$ cat config.mk
export PLATFORM = sky130hd
export DESIGN_NAME = capcmp_timer
export DESIGN_NICKNAME = d
export VERILOG_FILES = /design/src/rtl/capcmp_pkg.sv /design/src/rtl/capcmp_counter.sv /design/src/rtl/capcmp_capture.sv /design/src/rtl/capcmp_compare.sv /design/src/rtl/capcmp_timer.sv
export SDC_FILE = /design/constraint.sdc
export NUM_CORES = 1
export LEC_CHECK = 0
export BUFFER_PORTS_ARGS = -buffer_cell sky130_fd_sc_hd__buf_2
export CAP_MARGIN = 40
export CELL_PAD_IN_SITES_DETAIL_PLACEMENT = 1
export CELL_PAD_IN_SITES_GLOBAL_PLACEMENT = 1
export CORE_ASPECT_RATIO = 0.8
export CORE_MARGIN = 5
export CORE_UTILIZATION = 28
export CTS_CLUSTER_SIZE = 20
export DETAILED_ROUTE_END_ITERATION = 7
export PLACE_DENSITY = 0.59
export RECOVER_POWER = 50
export SLEW_MARGIN = 20
export SYNTH_ARGS = -nofsm -noshare
export SYNTH_HDL_FRONTEND = slang
export SYNTH_SLANG_ARGS = --single-unit
$ cat constraint.sdc
create_clock -name clk -period 3.3 [get_ports clk]
set_clock_uncertainty 0.15 [all_clocks]
set_input_delay 0.66 -clock clk [delete_from_list [all_inputs] [get_ports clk]]
set_output_delay 0.66 -clock clk [all_outputs]
set_load 0.1 [all_outputs]
$ cat src/rtl/capcmp_pkg.sv
package capcmp_pkg;
  localparam int BYTE_W  = 8;
  localparam int CNT_W   = 2 * BYTE_W;
  localparam int NUM_CAP = 2;
  localparam int NUM_CMP = 2;
  localparam int ADDR_W  = 4;
  localparam int FLAG_W  = NUM_CAP + NUM_CMP + 1;

  localparam int CAP_FLAG0 = 0;
  localparam int CMP_FLAG0 = NUM_CAP;
  localparam int OVF_FLAG  = NUM_CAP + NUM_CMP;

  localparam logic [ADDR_W-1:0] A_CNT_HI   = ADDR_W'(0);
  localparam logic [ADDR_W-1:0] A_CNT_LO   = ADDR_W'(1);
  localparam logic [ADDR_W-1:0] A_CAP_BASE = ADDR_W'(2);
  localparam logic [ADDR_W-1:0] A_CMP_BASE = ADDR_W'(2 + 2 * NUM_CAP);
  localparam logic [ADDR_W-1:0] A_CAP_CFG  = ADDR_W'(2 + 2 * NUM_CAP + 2 * NUM_CMP);
  localparam logic [ADDR_W-1:0] A_CMP_CFG  = ADDR_W'(3 + 2 * NUM_CAP + 2 * NUM_CMP);
  localparam logic [ADDR_W-1:0] A_FLAGS    = ADDR_W'(4 + 2 * NUM_CAP + 2 * NUM_CMP);
  localparam logic [ADDR_W-1:0] A_IEN      = ADDR_W'(5 + 2 * NUM_CAP + 2 * NUM_CMP);

  typedef enum logic [1:0] {
    EDGE_OFF  = 2'b00,
    EDGE_RISE = 2'b01,
    EDGE_FALL = 2'b10,
    EDGE_BOTH = 2'b11
  } edge_sel_e;

  typedef enum logic [1:0] {
    ACT_NONE   = 2'b00,
    ACT_TOGGLE = 2'b01,
    ACT_CLEAR  = 2'b10,
    ACT_SET    = 2'b11
  } cmp_act_e;
endpackage

$ cat src/rtl/capcmp_counter.sv
module capcmp_counter
  import capcmp_pkg::*;
#(
  parameter int PRESCALE = 1,
  parameter int WIDTH    = CNT_W
) (
  input  logic              clk,
  input  logic              rst_n,
  input  logic              rd_hi,
  input  logic              rd_lo,
  output logic              tick,
  output logic [WIDTH-1:0]  count,
  output logic [BYTE_W-1:0] lo_view
);
  logic [BYTE_W-1:0] snap_q;
  logic              snap_v_q;

  generate
    if (PRESCALE <= 1) begin : g_direct
      assign tick = 1'b1;
    end else begin : g_div
      localparam int DW = $clog2(PRESCALE);
      localparam logic [DW-1:0] LAST = DW'(PRESCALE - 1);
      logic [DW-1:0] div_q;
      always_ff @(posedge clk or negedge rst_n) begin
        if (!rst_n)            div_q <= '0;
        else if (div_q == LAST) div_q <= '0;
        else                    div_q <= div_q + 1'b1;
      end
      assign tick = (div_q == LAST);
    end
  endgenerate

  always_ff @(posedge clk or negedge rst_n) begin
    if (!rst_n)    count <= '0;
    else if (tick) count <= count + 1'b1;
  end

  always_ff @(posedge clk or negedge rst_n) begin
    if (!rst_n) begin
      snap_q   <= '0;
      snap_v_q <= 1'b0;
    end else if (rd_hi) begin
      snap_q   <= count[BYTE_W-1:0];
      snap_v_q <= 1'b1;
    end else if (rd_lo) begin
      snap_v_q <= 1'b0;
    end
  end

  assign lo_view = snap_v_q ? snap_q : count[BYTE_W-1:0];
endmodule

$ cat src/rtl/capcmp_capture.sv
module capcmp_capture
  import capcmp_pkg::*;
#(
  parameter int WIDTH      = CNT_W,
  parameter int SYNC_DEPTH = 2
) (
  input  logic             clk,
  input  logic             rst_n,
  input  logic             pin,
  input  edge_sel_e        sel,
  input  logic             freeze,
  input  logic             thaw,
  input  logic [WIDTH-1:0] count,
  output logic             event_o,
  output logic [WIDTH-1:0] value,
  output logic             inhibited
);
  logic [SYNC_DEPTH:0] sh_q;
  logic rise, fall, hit;

  always_ff @(posedge clk or negedge rst_n) begin
    if (!rst_n) sh_q <= '0;
    else        sh_q <= {sh_q[SYNC_DEPTH-1:0], pin};
  end

  assign rise = sh_q[SYNC_DEPTH-1] & ~sh_q[SYNC_DEPTH];
  assign fall = ~sh_q[SYNC_DEPTH-1] & sh_q[SYNC_DEPTH];

  always_comb begin
    case (sel)
      EDGE_RISE: hit = rise;
      EDGE_FALL: hit = fall;
      EDGE_BOTH: hit = rise | fall;
      default:   hit = 1'b0;
    endcase
  end

  assign event_o = hit & ~inhibited;

  always_ff @(posedge clk or negedge rst_n) begin
    if (!rst_n)       value <= '0;
    else if (event_o) value <= count;
  end

  always_ff @(posedge clk or negedge rst_n) begin
    if (!rst_n)      inhibited <= 1'b0;
    else if (freeze) inhibited <= 1'b1;
    else if (thaw)   inhibited <= 1'b0;
  end
endmodule

$ cat src/rtl/capcmp_compare.sv
module capcmp_compare
  import capcmp_pkg::*;
#(
  parameter int WIDTH = CNT_W
) (
  input  logic              clk,
  input  logic              rst_n,
  input  cmp_act_e          act,
  input  logic              freeze,
  input  logic              thaw,
  input  logic              wr_hi,
  input  logic              wr_lo,
  input  logic [BYTE_W-1:0] wdata,
  input  logic [WIDTH-1:0]  count,
  input  logic              tick,
  output logic              match_o,
  output logic              pin_o,
  output logic [WIDTH-1:0]  value,
  output logic              inhibited
);
  assign match_o = tick & ~inhibited & (count == value);

  always_ff @(posedge clk or negedge rst_n) begin
    if (!rst_n) begin
      value <= '1;
    end else begin
      if (wr_hi) value[WIDTH-1:BYTE_W] <= wdata;
      if (wr_lo) value[BYTE_W-1:0]     <= wdata;
    end
  end

  always_ff @(posedge clk or negedge rst_n) begin
    if (!rst_n)      inhibited <= 1'b0;
    else if (freeze) inhibited <= 1'b1;
    else if (thaw)   inhibited <= 1'b0;
  end

  always_ff @(posedge clk or negedge rst_n) begin
    if (!rst_n) begin
      pin_o <= 1'b0;
    end else if (match_o) begin
      case (act)
        ACT_TOGGLE: pin_o <= ~pin_o;
        ACT_CLEAR:  pin_o <= 1'b0;
        ACT_SET:    pin_o <= 1'b1;
        default:    pin_o <= pin_o;
      endcase
    end
  end
endmodule

$ cat src/rtl/capcmp_timer.sv
module capcmp_timer
  import capcmp_pkg::*;
#(
  parameter int PRESCALE   = 1,
  parameter int SYNC_DEPTH = 2
) (
  input  logic               clk,
  input  logic               rst_n,
  input  logic [ADDR_W-1:0]  reg_addr,
  input  logic               reg_wr,
  input  logic               reg_rd,
  input  logic [BYTE_W-1:0]  reg_wdata,
  output logic [BYTE_W-1:0]  reg_rdata,
  input  logic [NUM_CAP-1:0] cap_in,
  output logic [NUM_CMP-1:0] cmp_out,
  output logic               irq
);
  logic                          access;
  logic                          tick_w;
  logic [CNT_W-1:0]              count_w;
  logic [BYTE_W-1:0]             lo_view;
  logic [2*NUM_CAP-1:0]          cap_cfg_q;
  logic [2*NUM_CMP-1:0]          cmp_cfg_q;
  logic [FLAG_W-1:0]             flags_q;
  logic [FLAG_W-1:0]             ien_q;
  logic [FLAG_W-1:0]             flag_set;
  logic [FLAG_W-1:0]             flag_clr;
  logic [NUM_CAP-1:0]            cap_evt;
  logic [NUM_CAP-1:0]            cap_inh;
  logic [NUM_CAP-1:0][CNT_W-1:0] cap_val;
  logic [NUM_CMP-1:0]            cmp_match;
  logic [NUM_CMP-1:0]            cmp_inh;
  logic [NUM_CMP-1:0][CNT_W-1:0] cmp_val;
  logic                          ovf;

  assign access = reg_wr | reg_rd;

  capcmp_counter #(.PRESCALE(PRESCALE), .WIDTH(CNT_W)) u_counter (
    .clk     (clk),
    .rst_n   (rst_n),
    .rd_hi   (reg_rd && reg_addr == A_CNT_HI),
    .rd_lo   (reg_rd && reg_addr == A_CNT_LO),
    .tick    (tick_w),
    .count   (count_w),
    .lo_view (lo_view)
  );

  generate
    for (genvar i = 0; i < NUM_CAP; i++) begin : g_cap
      localparam logic [ADDR_W-1:0] HI = A_CAP_BASE + ADDR_W'(2 * i);
      localparam logic [ADDR_W-1:0] LO = HI + ADDR_W'(1);
      capcmp_capture #(.WIDTH(CNT_W), .SYNC_DEPTH(SYNC_DEPTH)) u_cap (
        .clk       (clk),
        .rst_n     (rst_n),
        .pin       (cap_in[i]),
        .sel       (edge_sel_e'(cap_cfg_q[2*i +: 2])),
        .freeze    (access && reg_addr == HI),
        .thaw      (access && reg_addr == LO),
        .count     (count_w),
        .event_o   (cap_evt[i]),
        .value     (cap_val[i]),
        .inhibited (cap_inh[i])
      );
    end

    for (genvar j = 0; j < NUM_CMP; j++) begin : g_cmp
      localparam logic [ADDR_W-1:0] HI = A_CMP_BASE + ADDR_W'(2 * j);
      localparam logic [ADDR_W-1:0] LO = HI + ADDR_W'(1);
      capcmp_compare #(.WIDTH(CNT_W)) u_cmp (
        .clk       (clk),
        .rst_n     (rst_n),
        .act       (cmp_act_e'(cmp_cfg_q[2*j +: 2])),
        .freeze    (access && reg_addr == HI),
        .thaw      (access && reg_addr == LO),
        .wr_hi     (reg_wr && reg_addr == HI),
        .wr_lo     (reg_wr && reg_addr == LO),
        .wdata     (reg_wdata),
        .count     (count_w),
        .tick      (tick_w),
        .match_o   (cmp_match[j]),
        .pin_o     (cmp_out[j]),
        .value     (cmp_val[j]),
        .inhibited (cmp_inh[j])
      );
    end
  endgenerate

  assign ovf      = tick_w && (count_w == '1);
  assign flag_set = {ovf, cmp_match, cap_evt};
  assign flag_clr = (reg_wr && reg_addr == A_FLAGS) ? reg_wdata[FLAG_W-1:0] : '0;

  always_ff @(posedge clk or negedge rst_n) begin
    if (!rst_n) flags_q <= '0;
    else        flags_q <= (flags_q & ~flag_clr) | flag_set;
  end

  always_ff @(posedge clk or negedge rst_n) begin
    if (!rst_n) begin
      cap_cfg_q <= '0;
      cmp_cfg_q <= '0;
      ien_q     <= '0;
    end else if (reg_wr) begin
      if (reg_addr == A_CAP_CFG) cap_cfg_q <= reg_wdata[2*NUM_CAP-1:0];
      if (reg_addr == A_CMP_CFG) cmp_cfg_q <= reg_wdata[2*NUM_CMP-1:0];
      if (reg_addr == A_IEN)     ien_q     <= reg_wdata[FLAG_W-1:0];
    end
  end

  assign irq = |(flags_q & ien_q);

  always_comb begin
    reg_rdata = '0;
    case (reg_addr)
      A_CNT_HI:  reg_rdata = count_w[CNT_W-1:BYTE_W];
      A_CNT_LO:  reg_rdata = lo_view;
      A_CAP_CFG: reg_rdata = BYTE_W'(cap_cfg_q);
      A_CMP_CFG: reg_rdata = BYTE_W'(cmp_cfg_q);
      A_FLAGS:   reg_rdata = BYTE_W'(flags_q);
      A_IEN:     reg_rdata = BYTE_W'(ien_q);
      default:   reg_rdata = '0;
    endcase
    for (int i = 0; i < NUM_CAP; i++) begin
      if (reg_addr == A_CAP_BASE + ADDR_W'(2 * i))     reg_rdata = cap_val[i][CNT_W-1:BYTE_W];
      if (reg_addr == A_CAP_BASE + ADDR_W'(2 * i + 1)) reg_rdata = cap_val[i][BYTE_W-1:0];
    end
    for (int j = 0; j < NUM_CMP; j++) begin
      if (reg_addr == A_CMP_BASE + ADDR_W'(2 * j))     reg_rdata = cmp_val[j][CNT_W-1:BYTE_W];
      if (reg_addr == A_CMP_BASE + ADDR_W'(2 * j + 1)) reg_rdata = cmp_val[j][BYTE_W-1:0];
    end
  end
endmodule

# Word level (Yosys, flattened, before mapping)
# Cells that the tools add are included.
[classes]
add_sub_neg = 1
n_mul = 0
div_mod_pow = 0
magnitude_cmp = 0
eq_ne = 28
shift = 0
muxes = 25
bitwise = 25
reduce_logical = 29
[op_table]
columns = ["op", "count"]
rows = [
  ["8-bit two-way mux", 9],
  ["8-bit one-hot mux with 6 select lines", 1],
  ["16-bit == test", 2],
  ["4-bit == test, second input constant", 6],
  ["16-bit by 1-bit adder with 16-bit output, second input constant", 1],
  ["16-bit == test, second input constant", 1],
  ["2-bit == test, second input constant", 8],
  ["4-bit by 3-bit == test with 1-bit output, second input constant", 4],
  ["1-bit logical AND", 15],
  ["1-bit one-hot mux with 3 select lines", 4],
  ["5-bit bitwise AND", 2],
  ["1-bit two-way mux", 10],
  ["1-bit inverter", 10],
  ["2-bit AND reduction", 5],
  ["2-bit nonzero test", 5],
  ["1-bit bitwise AND", 8],
  ["2-bit by 1-bit == test with 1-bit output, second input constant", 4],
  ["4-bit by 2-bit == test with 1-bit output, second input constant", 2],
  ["3-bit nonzero test", 2],
  ["5-bit two-way mux", 1],
  ["5-bit inverter", 1],
  ["5-bit bitwise OR", 1],
  ["5-bit OR reduction", 1],
  ["4-bit by 1-bit == test with 1-bit output, second input constant", 1],
  ["2 further kinds", 4],
]
[word_totals]
reg_bits = 119
latch_bits = 0
mem_bits_rw = 0
rom_bits = 0
memories = 0

# Depth between registers and ports, before layout
# Gate-level depths: netlist of the first run.
[depth]
word_depth = 10
mapped_depth = 8
depth_no_buf = 7

# By module
# A second synthesis of the first run with hierarchy kept.
[hier_totals]
cells_unflattened = 551
area_unflattened_um2 = 6457.4
[by_module_without_submodules]
columns = ["module", "n_inst", "cells_per_inst", "area_each_um2", "seq_area_each_um2"]
rows = [
  ["capcmp_timer", 1, 230, 1874.3, 450.4],
  ["capcmp_compare", 2, 67, 904.6, 470.5],
  ["capcmp_capture", 2, 48, 815.8, 500.5],
  ["capcmp_counter", 1, 91, 1142.3, 625.6],
]

# Worst setup path after synthesis of the first run
# Ideal clock, no wire load.
[synth_timing]
kind = "input -> output"
from = "in reg_addr[0]"
to = "out reg_rdata[5]"
t_arrival_ps = 3775
t_required_ps = 2490
path_slack_ps = -1285
stages = 7
path_cell_list = "buf_2 -> buf_2 -> buf_2 -> nor2_1 -> a211oi_1 -> a21oi_1 -> o31ai_1"
[synth_via]
elab_chain_cells = 10
[synth_lines]
columns = ["element", "line", "source"]
rows = [
  ["start, declared", "capcmp_timer.sv:9", "input logic [ADDR_W-1:0] reg_addr,"],
  ["4-bit == test (tied with other cells)", "capcmp_timer.sv:113", "case (reg_addr)"],
  ["8-bit one-hot mux with 6 select lines", "capcmp_timer.sv:113", ""],
  ["8-bit two-way mux", "capcmp_timer.sv:123", "if (reg_addr == A_CAP_BASE + ADDR_W'(2 * i)) reg_rdata = cap_val[i][CNT_W-1:BYTE_W];"],
  ["8-bit two-way mux", "capcmp_timer.sv:124", "if (reg_addr == A_CAP_BASE + ADDR_W'(2 * i + 1)) reg_rdata = cap_val[i][BYTE_W-1:0];"],
  ["8-bit two-way mux", "capcmp_timer.sv:123", ""],
  ["8-bit two-way mux", "capcmp_timer.sv:124", ""],
  ["8-bit two-way mux", "capcmp_timer.sv:127", "if (reg_addr == A_CMP_BASE + ADDR_W'(2 * j)) reg_rdata = cmp_val[j][CNT_W-1:BYTE_W];"],
  ["8-bit two-way mux", "capcmp_timer.sv:128", "if (reg_addr == A_CMP_BASE + ADDR_W'(2 * j + 1)) reg_rdata = cmp_val[j][BYTE_W-1:0];"],
  ["8-bit two-way mux", "capcmp_timer.sv:127", ""],
  ["8-bit two-way mux (*)", "capcmp_timer.sv:128", ""],
  ["end, declared", "capcmp_timer.sv:13", "output logic [BYTE_W-1:0] reg_rdata,"],
]
# Mark *: on every way between the ends. The rest lies on a longest branch, timed or not.

# Worst setup path after layout of the first run
[layout_timing]
from = "reg u_counter.snap_v_q"
to = "out reg_rdata[2]"
[layout_via]
elab_chain_cells = 10
[layout_lines]
columns = ["element", "line", "source"]
rows = [
  ["start, declared", "capcmp_counter.sv:16", "logic snap_v_q;"],
  ["start signal, assigned", "capcmp_counter.sv:42", "snap_v_q <= 1'b0;"],
  ["start signal, assigned", "capcmp_counter.sv:45", "snap_v_q <= 1'b1;"],
  ["start signal, assigned", "capcmp_counter.sv:47", "snap_v_q <= 1'b0;"],
  ["8-bit two-way mux", "capcmp_counter.sv:51", "assign lo_view = snap_v_q ? snap_q : count[BYTE_W-1:0];"],
  ["8-bit one-hot mux with 6 select lines", "capcmp_timer.sv:113", ""],
  ["8-bit two-way mux", "capcmp_timer.sv:123", ""],
  ["8-bit two-way mux", "capcmp_timer.sv:124", ""],
  ["8-bit two-way mux", "capcmp_timer.sv:123", ""],
  ["8-bit two-way mux", "capcmp_timer.sv:124", ""],
  ["8-bit two-way mux", "capcmp_timer.sv:127", ""],
  ["8-bit two-way mux", "capcmp_timer.sv:128", ""],
  ["8-bit two-way mux", "capcmp_timer.sv:127", ""],
  ["8-bit two-way mux", "capcmp_timer.sv:128", ""],
]
# Every way passes these cells.

==> results of run 1 <==
cell families after synthesis:
| group | after synthesis | share of synthesized area, % |
|---|---|---|
| mux | 96 | 16.96 |
| buf+inv | 60 | 4.400 |
| xor+xnor | 46 | 6.410 |
| flops | 119 | 48.02 |
| simple gates | 130 | 10.55 |
| fa+ha+maj | 5 | 0.9954 |
| compound gates | 115 | 12.66 |
layer usage:
layer	share of wire, %	wire (um)	vias to the layer above
met4	1.5	297	0
li1	-	-	2139
met2	44	8980	116
met1	50	10090	2581
met5	0	0	-
met3	4.5	910	23
through the flow:
| step | util [%] | total power, mW | worst slack [ns] |
|---|---|---|---|
| after floorplan | - | 2.642 | -0.3975 |
| after global placement | 31.80 | 3.002 | 0.005040 |
| after detailed placement | 31.80 | 3.031 | -0.001826 |
| after CTS | 34.46 | 4.901 | 0.005862 |
| after global routing | 34.45 | 5.082 | 0.002736 |
| final | 34.45 | 4.875 | 0.05157 |
repair_timing:
item / CTS / global route
gates resized for setup: 2 / 5
pin swaps: 1 / 1
endpoints found under the setup margin: 2 / 3
registers in the layout (all words and copies together), names as in the netlist:
signal,cells
g_cap.u_cap.value,32
g_cmp.u_cmp.value,32
u_counter.count,16
u_counter.snap_q,8
g_cap.u_cap.sh_q,6
flags_q,5
ien_q,5
cap_cfg_q,4
cmp_cfg_q,4
g_cap.u_cap.inhibited,2
g_cmp.u_cmp.inhibited,2
g_cmp.u_cmp.pin_o,2
u_counter.snap_v_q,1
worst paths after layout:
kind / from / endpoint / slack [ns]
setup / recovery: u_counter.snap_v_q / reg_rdata[2] / 0.05
hold / removal: cap_in[0] / g_cap[0].u_cap.sh_q[0] / 0.20
setup reg to reg: u_counter.count[0] / u_counter.count[14] / 0.89
hold reg to reg: g_cap[1].u_cap.sh_q[0] / g_cap[1].u_cap.sh_q[1] / 0.20
max in group asynchronous: rst_n / ien_q[0] / 1.01
min in group asynchronous: rst_n / u_counter.snap_q[7] / 0.41
placed cells by master, fill, tap and decap left out, drive strengths merged, types with 2 or more instances in the layout:
master,instances
and3,4
buf,62
clkinv,3
o22ai,15
nor2,38
ha,5
nor4,6
clkbuf,33
o32a,2
o32ai,6
xor2,24
or4b,2
a22oi,10
dfstp,32
nor3,8
nand3,14
nand4,8
o31ai,5
mux2i,12
o21ai,27
a21oi,19
mux2,84
nand2,29
xnor2,22
a221oi,2
dfrtp,87
o41ai,2
a211oi,10
a21o,4
a22o,3
a2bb2oi,2
inv,18
nand3b,3
nor2b,4
nand2b,11
power breakdown:
group / internal (mW) / total (mW) / switching (mW)
registers: 1.77 / 2.04 / 0.261
clock network: 1.18 / 1.86 / 0.673
logic: 0.434 / 0.984 / 0.550
area by class of cell:
| class | instances | area [um2] | share of cell area, % |
|---|---|---|---|
| multi-input combinational | 392 | 3085 | 40.14 |
| clock inverter | 6 | 57.56 | 0.7487 |
| sequential | 119 | 3018 | 39.26 |
| timing repair buffer | 69 | 551.8 | 7.178 |
| tap | 306 | 382.9 | 4.980 |
| inverter | 16 | 60.06 | 0.7813 |
| clock buffer | 26 | 531.8 | 6.917 |
==> out/metrics.yaml, run 1 <==
status:
  status: "finished clean"
worst_setup_path:
  required_ns: 2.49
  crit_cells: 5
  slowest_stage: "dfrtp_1"
  path_class: "register to output port"
  slowest_delay_ns: 0.67
  ff2ff_path_depth: 6
  crit_arrival_ns: 2.44
  endpoint_kind: "output port"
  worst-path-buf-inv: 1
  start_kind: "register"
  path_delay_family: "compound AO/OA/AOI/OAI gates"
  cp_cell_sequence: "mux2i_1 -> o32ai_2 -> o32ai_2 -> a211oi_4 -> buf_12"
  cpMostUsedCell: "o32ai_2"
  crit_path_max_fanout: 10
clock_tree:
  ctsLongestPathBuffers: 2
  cts_setup_buffers: 0
  clock_latency_ns: 0.42
  clk_pin_slew_ns: 0.05
  htree_levels: 4
  clock-root-buffer: "clkbuf_16"
  cts_tree: "yes"
  clock_sinks: 119
  cts_inserted_buffers: 17
  cts_hold_buffers: 0
cells_and_area:
  drive_gt1_share_pct: 34.39
  final_cells: 934
  design_area_mm2: 0.007687
  nets: 638
  antenna-diode-count: 0
  area_delta_synth_final_pct: 22.32
  fillCellCount: 2493
synth:
  ys_top_cells_by_area: "dfrtp_1 (35%), dfstp_2 (13%), mux2_2 (12%)"
  synth.avg_cell_area_um2: 11.01
  synthArstFlopShare_pct: 100.0
  ys_seq_area_share_pct: 48.02
  synth_cell_types: 57
  synthFlopType: "dfrtp_1"
  ys_seq_elements: 119
  synth.most_common_cell: "dfrtp_1"
  syn_nets: 594
  synth_area_leader_cell: "dfrtp_1"
  yosys-top-cells-count: "dfrtp_1 (87), mux2_2 (68), nor2_1 (35)"
  synth_edf_count: 0
  synthesis.area_mm2: 0.006285
  netlist_instances: 571
  synth_top_area_share_pct: 34.64
  ys_warn_count: 0
grt:
  gr-total-overflow: 0
  grt_max_degree: 55
  grt_pass1_vias: 5194
  use_met2_pct: 25.03
  met1_usage_pct: 24.23
  gr-usage-all-layers_pct: 16.47
  top_usage_layer: "met2"
  grt_first_pass_wirelength_mm: 31.67
  antenna_found_initial: 0
  met3_usage_pct: 3.136
floorplan:
  fp.coreArea_mm2: 0.02232
  start_util_pct: 28.16
  num_rows: 49
  dieArea_mm2: 0.02556
  die_h_um: 144
  num_io_pins: 29
  die_w_um: 177.5
route:
  dr.pass1.iters: 5
  wl_mm: 20.28
  drc: 0
  postRouteAntennaNets: 0
  drt_iter0_markers: 341
  wire_per_inst_um: 21.72
  viasPerCell: 5.202
  vias: 4859
pwr:
  power_leakage_nw: 3.257
  ir_worst_vdd_v: 0.0002650
  power_density_mw_per_mm2: 634.2
sta:
  max_freq_mhz: 307.8
  setup_tns_ns: 0
  setup_viol: 0
  hold_slack_ns: 0.1960
  hold_viol: 0
  slew_violations: 0
  fin_crit_sh_pct: 98.44
  relSlewSlack_pct: 4.535
  rsz0062_at_grt: "no"
  period_minus_slack_ns: 3.248
  worst_pin_slew_ns: 1.432
place:
  io_buffers: 28
  place_congestion: 0.8675
  placed_cells: 902
  dp_hpwl_mm: 15.29
  placed_area_mm2: 0.007096
flow_run:
  max_cap_violations: 0
worst_hold_path:
  min_path_type: "input pin to register"
  whs_path_depth: 1
Note: power is estimated with default switching activity, not from simulation.
==> run 2: changes to the inputs <==
--- a/config.mk
+++ b/config.mk
@@ -11,10 +11,10 @@
 export CELL_PAD_IN_SITES_GLOBAL_PLACEMENT = 1
 export CORE_ASPECT_RATIO = 0.8
 export CORE_MARGIN = 5
-export CORE_UTILIZATION = 28
+export CORE_UTILIZATION = 54
 export CTS_CLUSTER_SIZE = 20
 export DETAILED_ROUTE_END_ITERATION = 7
-export PLACE_DENSITY = 0.59
+export PLACE_DENSITY = 0.95
 export RECOVER_POWER = 50
 export SLEW_MARGIN = 20
 export SYNTH_ARGS = -nofsm -noshare
==> run 2 against run 1 <==
Sequential power about the same. Critical path type is now input pin to output port. Highest routed layer unchanged. Combinational power up 4%. Cell area down 3.4%. Core utilization grew 30 points. Clock-buffer cell count decreased by 6. Cell count is 18% lower.
==> out/metrics.yaml, run 2 (synthesized netlist as in run 1, its figures left out) <==
status:
  status: "finished clean"
route:
  vias: 5097
  viasPerCell: 6.654
  postRouteAntennaNets: 0
  wire_per_inst_um: 28.65
  dr.pass1.iters: 5
  wl_mm: 21.95
  drt_iter0_markers: 588
  drc: 0
worst_setup_path:
  ff2ff_path_depth: 7
  endpoint_kind: "output port"
  required_ns: 2.49
  crit_cells: 7
  crit_arrival_ns: 2.47
  cp_cell_sequence: "buf_2 -> buf_4 -> or4b_4 -> o32ai_2 -> o32ai_2 -> a211oi_4 -> buf_12"
  crit_path_max_fanout: 6
  worst-path-buf-inv: 3
  slowest_stage: "or4b_4"
  cpMostUsedCell: "o32ai_2"
  path_delay_family: "compound AO/OA/AOI/OAI gates"
  slowest_delay_ns: 0.59
  path_class: "input pin to output port"
  start_kind: "input pin"
cells_and_area:
  layout_commonest_cell: "dfrtp_1"
  antenna-diode-count: 0
  biggestRegsByFlops: "g_cap.u_cap.value (32), g_cmp.u_cmp.value (32), u_counter.count (16)"
  fillCellCount: 1184
  mostFrequentLayoutCells: "dfrtp_1 (87), mux2_2 (68), nor2_1 (33)"
  nets: 628
  drive_gt1_share_pct: 34.30
  area_delta_synth_final_pct: 18.20
  final_core_util_pct: 64.74
  design_area_mm2: 0.007428
grt:
  gr-usage-all-layers_pct: 32.98
  grt_pass1_vias: 5492
  antenna_found_initial: 0
  gr-total-overflow: 0
  grt_first_pass_wirelength_mm: 33.58
  grt_max_degree: 107
clock_tree:
  clock-root-buffer: "clkbuf_16"
  clk_pin_slew_ns: 0.06
  ctsLongestPathBuffers: 2
  clock_latency_ns: 0.43
  htree_levels: 4
  cts_inserted_buffers: 17
  cts_tree: "yes"
  cts_setup_buffers: 0
  clock_sinks: 119
sta:
  setup_tns_ns: 0
  hold_slack_ns: 0.1943
  max_freq_mhz: 305.2
  setup_viol: 0
  period_minus_slack_ns: 3.276
  slew_violations: 0
  worst_pin_slew_ns: 0.9563
  fin_crit_sh_pct: 99.28
  relSlewSlack_pct: 36.25
  rsz0062_at_grt: "no"
  hold_viol: 0
floorplan:
  dieArea_mm2: 0.01391
  fp.coreArea_mm2: 0.01147
  num_rows: 35
  die_w_um: 130.6
  num_io_pins: 29
  start_util_pct: 54.78
  die_h_um: 106.5
pwr:
  total_power_mw: 4.935
  power_leakage_nw: 3.203
  ir_worst_vdd_v: 0.0003967
  power_density_mw_per_mm2: 664.3
worst_hold_path:
  whs_path_depth: 1
  min_path_type: "input pin to register"
place:
  io_buffers: 28
  place_congestion: 0.9475
  dp_hpwl_mm: 14.72
  placed_area_mm2: 0.006828
flow_run:
  max_cap_violations: 0
-- run 2: cell types whose count changed in the layout (fill, tap and decap cells not counted), sizes merged --
| cell | delta |
|---|---|
| dlygate4sd3 | +1 |
| clkinv | +7 |
| bufinv | +1 |
| clkbuf | -10 |
| clkinvlp | +1 |
| buf | -7 |
| inv | -3 |
-- run 2: per-layer routing --
layer / part of all wire (%) / GRT usage, % / wire length (um)
met5: 0 / 0 / 0
met2: 48 / 52.22 / 10540
met3: 7.3 / 7.986 / 1600
met1: 42 / 43.82 / 9113
met4: 3.1 / 12.48 / 690
-- run 2: final timing paths --
path,startpoint,endpoint,slack [ns]
worst max-delay path,reg_addr[3],reg_rdata[3],0.02
min in group asynchronous,rst_n,g_cap[0].u_cap.value[3],0.75
max in group asynchronous,rst_n,cmp_cfg_q[0],1.13
worst min-delay path,cap_in[0],g_cap[0].u_cap.sh_q[0],0.19
worst max register to register,g_cap[1].u_cap.sh_q[1],g_cap[1].u_cap.value[11],0.84
worst min register to register,g_cap[0].u_cap.sh_q[0],g_cap[0].u_cap.sh_q[1],0.20
-- run 2: power by group --
group / switching [mW] / internal (mW) / leakage [nW] / total, mW
logic: 0.582 / 0.434 / 1.48 / 1.02
registers: 0.296 / 1.77 / 1.44 / 2.07
clock network: 0.720 / 1.13 / 0.287 / 1.85
-- run 2: what timing repair did --
| action | in CTS | in global routing |
|---|---|---|
| endpoints found under the setup margin | 0 | 3 |
| resized for setup | 0 | 8 |
| hold endpoints to repair | 13 | 0 |
| hold buffers | 1 | 0 |
-- run 2: final cells by class --
cell class | instances | area [um2] | share of cell area [%]
clock inverters | 12 | 128.9 | 1.735
flip-flops and latches | 119 | 3018 | 40.63
multi-input cells | 392 | 3077 | 41.42
repair buffers | 59 | 509.2 | 6.855
well taps | 148 | 185.2 | 2.493
clock buffers | 20 | 446.7 | 6.013
inverters | 16 | 63.81 | 0.8590
-- run 2: per-stage QoR --
stage	setup WS [ns]	std cells
after floorplan	-0.3975	571
after global placement	0.1297	733
after detailed placement	0.08350	733
after CTS	0.03408	766
after global routing	0.01894	766
final	0.02362	766
==> run 3: changes to the inputs <==
==> constraint.sdc (replaced) <==
create_clock -name clk -period 3.95 [get_ports clk]
set_clock_uncertainty 0.15 [all_clocks]
set_input_delay 0.79 -clock clk [delete_from_list [all_inputs] [get_ports clk]]
set_output_delay 0.79 -clock clk [all_outputs]
set_load 0.1 [all_outputs]
==> run 3 against run 2 <==
The flow now finishes with violations (capacitance limit, slew limit). Global-route usage rose by 0.25 points. Non-clock buffer count down 15. Cell count shrank 2.0%. Clock power decreased by 21%. Wire length up 0.34%. Via count up 1.2%. Critical path depth grew 1. Cell area shrank 2.9%. Setup slack improved by 0.11 ns. Largest cell class unchanged.
==> out/metrics.yaml, run 3 (synthesized netlist as in run 1, its figures left out) <==
clock_tree:
  clock-root-buffer: "clkbuf_16"
  cts_setup_buffers: 0
  clk_pin_slew_ns: 0.06
  cts_inserted_buffers: 17
  clock_latency_ns: 0.43
  cts_hold_buffers: 0
  cts_tree: "yes"
  clock_sinks: 119
  cts_resized: 0
  ctsLongestPathBuffers: 2
  htree_levels: 4
grt:
  antenna_found_initial: 0
  grt_pass1_vias: 5623
  grt_first_pass_wirelength_mm: 33.89
  gr-usage-all-layers_pct: 33.23
  grt_max_degree: 60
  gr-total-overflow: 0
pwr:
  intPower_mw: 2.671
  switching_share_pct: 34.03
  pwr-share-clk_pct: 36.4
  ir_worst_vdd_v: 0.0003492
  p_comb_share_pct: 20.8
  p_switching_mw: 1.378
  seqPwrFrac_pct: 42.8
  power_density_mw_per_mm2: 561.6
  power_leakage_nw: 3.100
route:
  wire_per_inst_um: 29.32
  postRouteAntennaNets: 0
  wl_mm: 22.02
  viasPerCell: 6.866
  dr.pass1.iters: 6
  vias: 5156
  drt_iter0_markers: 614
  drc: 0
place:
  dp_hpwl_mm: 14.16
  place_congestion: 0.9583
  io_buffers: 28
  place_ws_ns: 0.3137
worst_setup_path:
  path_class: "input pin to output port"
  crit_path_max_fanout: 19
  endpoint_kind: "output port"
  required_ns: 3.01
  start_kind: "input pin"
  crit_arrival_ns: 2.87
worst_hold_path:
  min_path_type: "register to register"
sta:
  max_freq_mhz: 262.1
  relSlewSlack_pct: -0.7599
  worst_pin_slew_ns: 1.511
  fin_ws_ns: 0.1350
  setup_viol: 0
  period_minus_slack_ns: 3.815
  rsz0062_at_grt: "no"
  hold_viol: 0
  fin_crit_sh_pct: 96.58
  hold_slack_ns: 0.2095
  slew_violations: 60
floorplan:
  die_w_um: 130.6
  fp.coreArea_mm2: 0.01147
  num_io_pins: 29
  dieArea_mm2: 0.01391
  num_rows: 35
  die_h_um: 106.5
  start_util_pct: 54.78
cells_and_area:
  nets: 613
  biggestRegsByFlops: "g_cap.u_cap.value (32), g_cmp.u_cmp.value (32), u_counter.count (16)"
  area_delta_synth_final_pct: 14.73
  regArea_mm2: 0.003018
  multi_input_area_mm2: 0.003035
  fillCellCount: 1182
  drive_gt1_share_pct: 31.67
  antenna-diode-count: 0
  layout_commonest_cell: "dfrtp_1"
  mostFrequentLayoutCells: "dfrtp_1 (87), mux2_2 (68), nor2_1 (35)"
status:
  violations: "capacitance limit, slew limit"
  status: "finished with violations"
flow_run:
  max_cap_violations: 1
==> run 3: changes by cell type in the layout (fill, tap and decap cells not counted), sizes merged <==
| cell | change |
|---|---|
| buf | -15 |
| bufinv | -2 |
| clkinv | -6 |
| clkinvlp | +1 |
| dlygate4sd3 | -1 |
| inv | +8 |
==> run 3: worst paths after layout <==
kind | startpoint | to | slack [ns] | cells past startpoint
max | reg_addr[1] | reg_rdata[2] | 0.14 | 8
min reg2reg | g_cap[0].u_cap.sh_q[0] | g_cap[0].u_cap.sh_q[1] | 0.21 | 0
max reg2reg | g_cap[1].u_cap.sh_q[1] | g_cap[1].u_cap.value[0] | 1.48 | 7
min | g_cap[0].u_cap.sh_q[0] | g_cap[0].u_cap.sh_q[1] | 0.21 | 0
min in group asynchronous | rst_n | u_counter.count[6] | 0.44 | 1
max in group asynchronous | rst_n | cmp_cfg_q[1] | 0.75 | 3
==> run 3: power by group through the flow <==
stage | Combinational [mW] | Sequential (mW) | Clock (mW)
after floorplan | 0.591 | 1.61 | 0
after global placement | 0.749 | 1.70 | 0
after detailed placement | 0.803 | 1.72 | 0
after CTS | 0.837 | 1.72 | 1.48
after global routing | 0.882 | 1.74 | 1.54
final | 0.842 | 1.74 | 1.47
==> run 3: worst max-delay path, stage by stage <==
cell	delay, ns
buf_2	0.34
nor2b_1	0.55
a22oi_1	0.16
o22ai_1	0.18
o32ai_1	0.12
buf_4	0.19
a211oi_4	0.31
buf_12	0.21
==> run 3: cell type report <==
class                   count  area share [%]
multi-input cells         392           42.10
repair buffers             44           5.084
inverters                  16          0.8329
clock inverters            13           1.284
clock buffers              19           6.281
well taps                 148           2.568
flip-flops and latches    119           41.85
==> run 3: metrics by stage <==
stage | power (mW) | area, um2 | util [%] | TNS (ns) | cells
final | 4.050 | 7211 | 62.85 | 0 | 751
after global routing | 4.164 | 7211 | 62.85 | 0 | 751
after global placement | 2.444 | 6644 | 57.91 | 0 | 716
after CTS | 4.032 | 7243 | 63.13 | 0 | 751
after detailed placement | 2.520 | 6698 | 58.38 | 0 | 719
after floorplan | 2.200 | 6330 | - | -0.04692 | 571
==> run 3: routing by layer <==
layer / vias up / global-route usage (%) / wire, um
li1: 2101 / - / -
met1: 2543 / 41.23 / 8301
met2: 370 / 52.15 / 10270
met3: 142 / 10.25 / 2227
met4: 0 / 16.81 / 1218
met5: - / 0 / 0
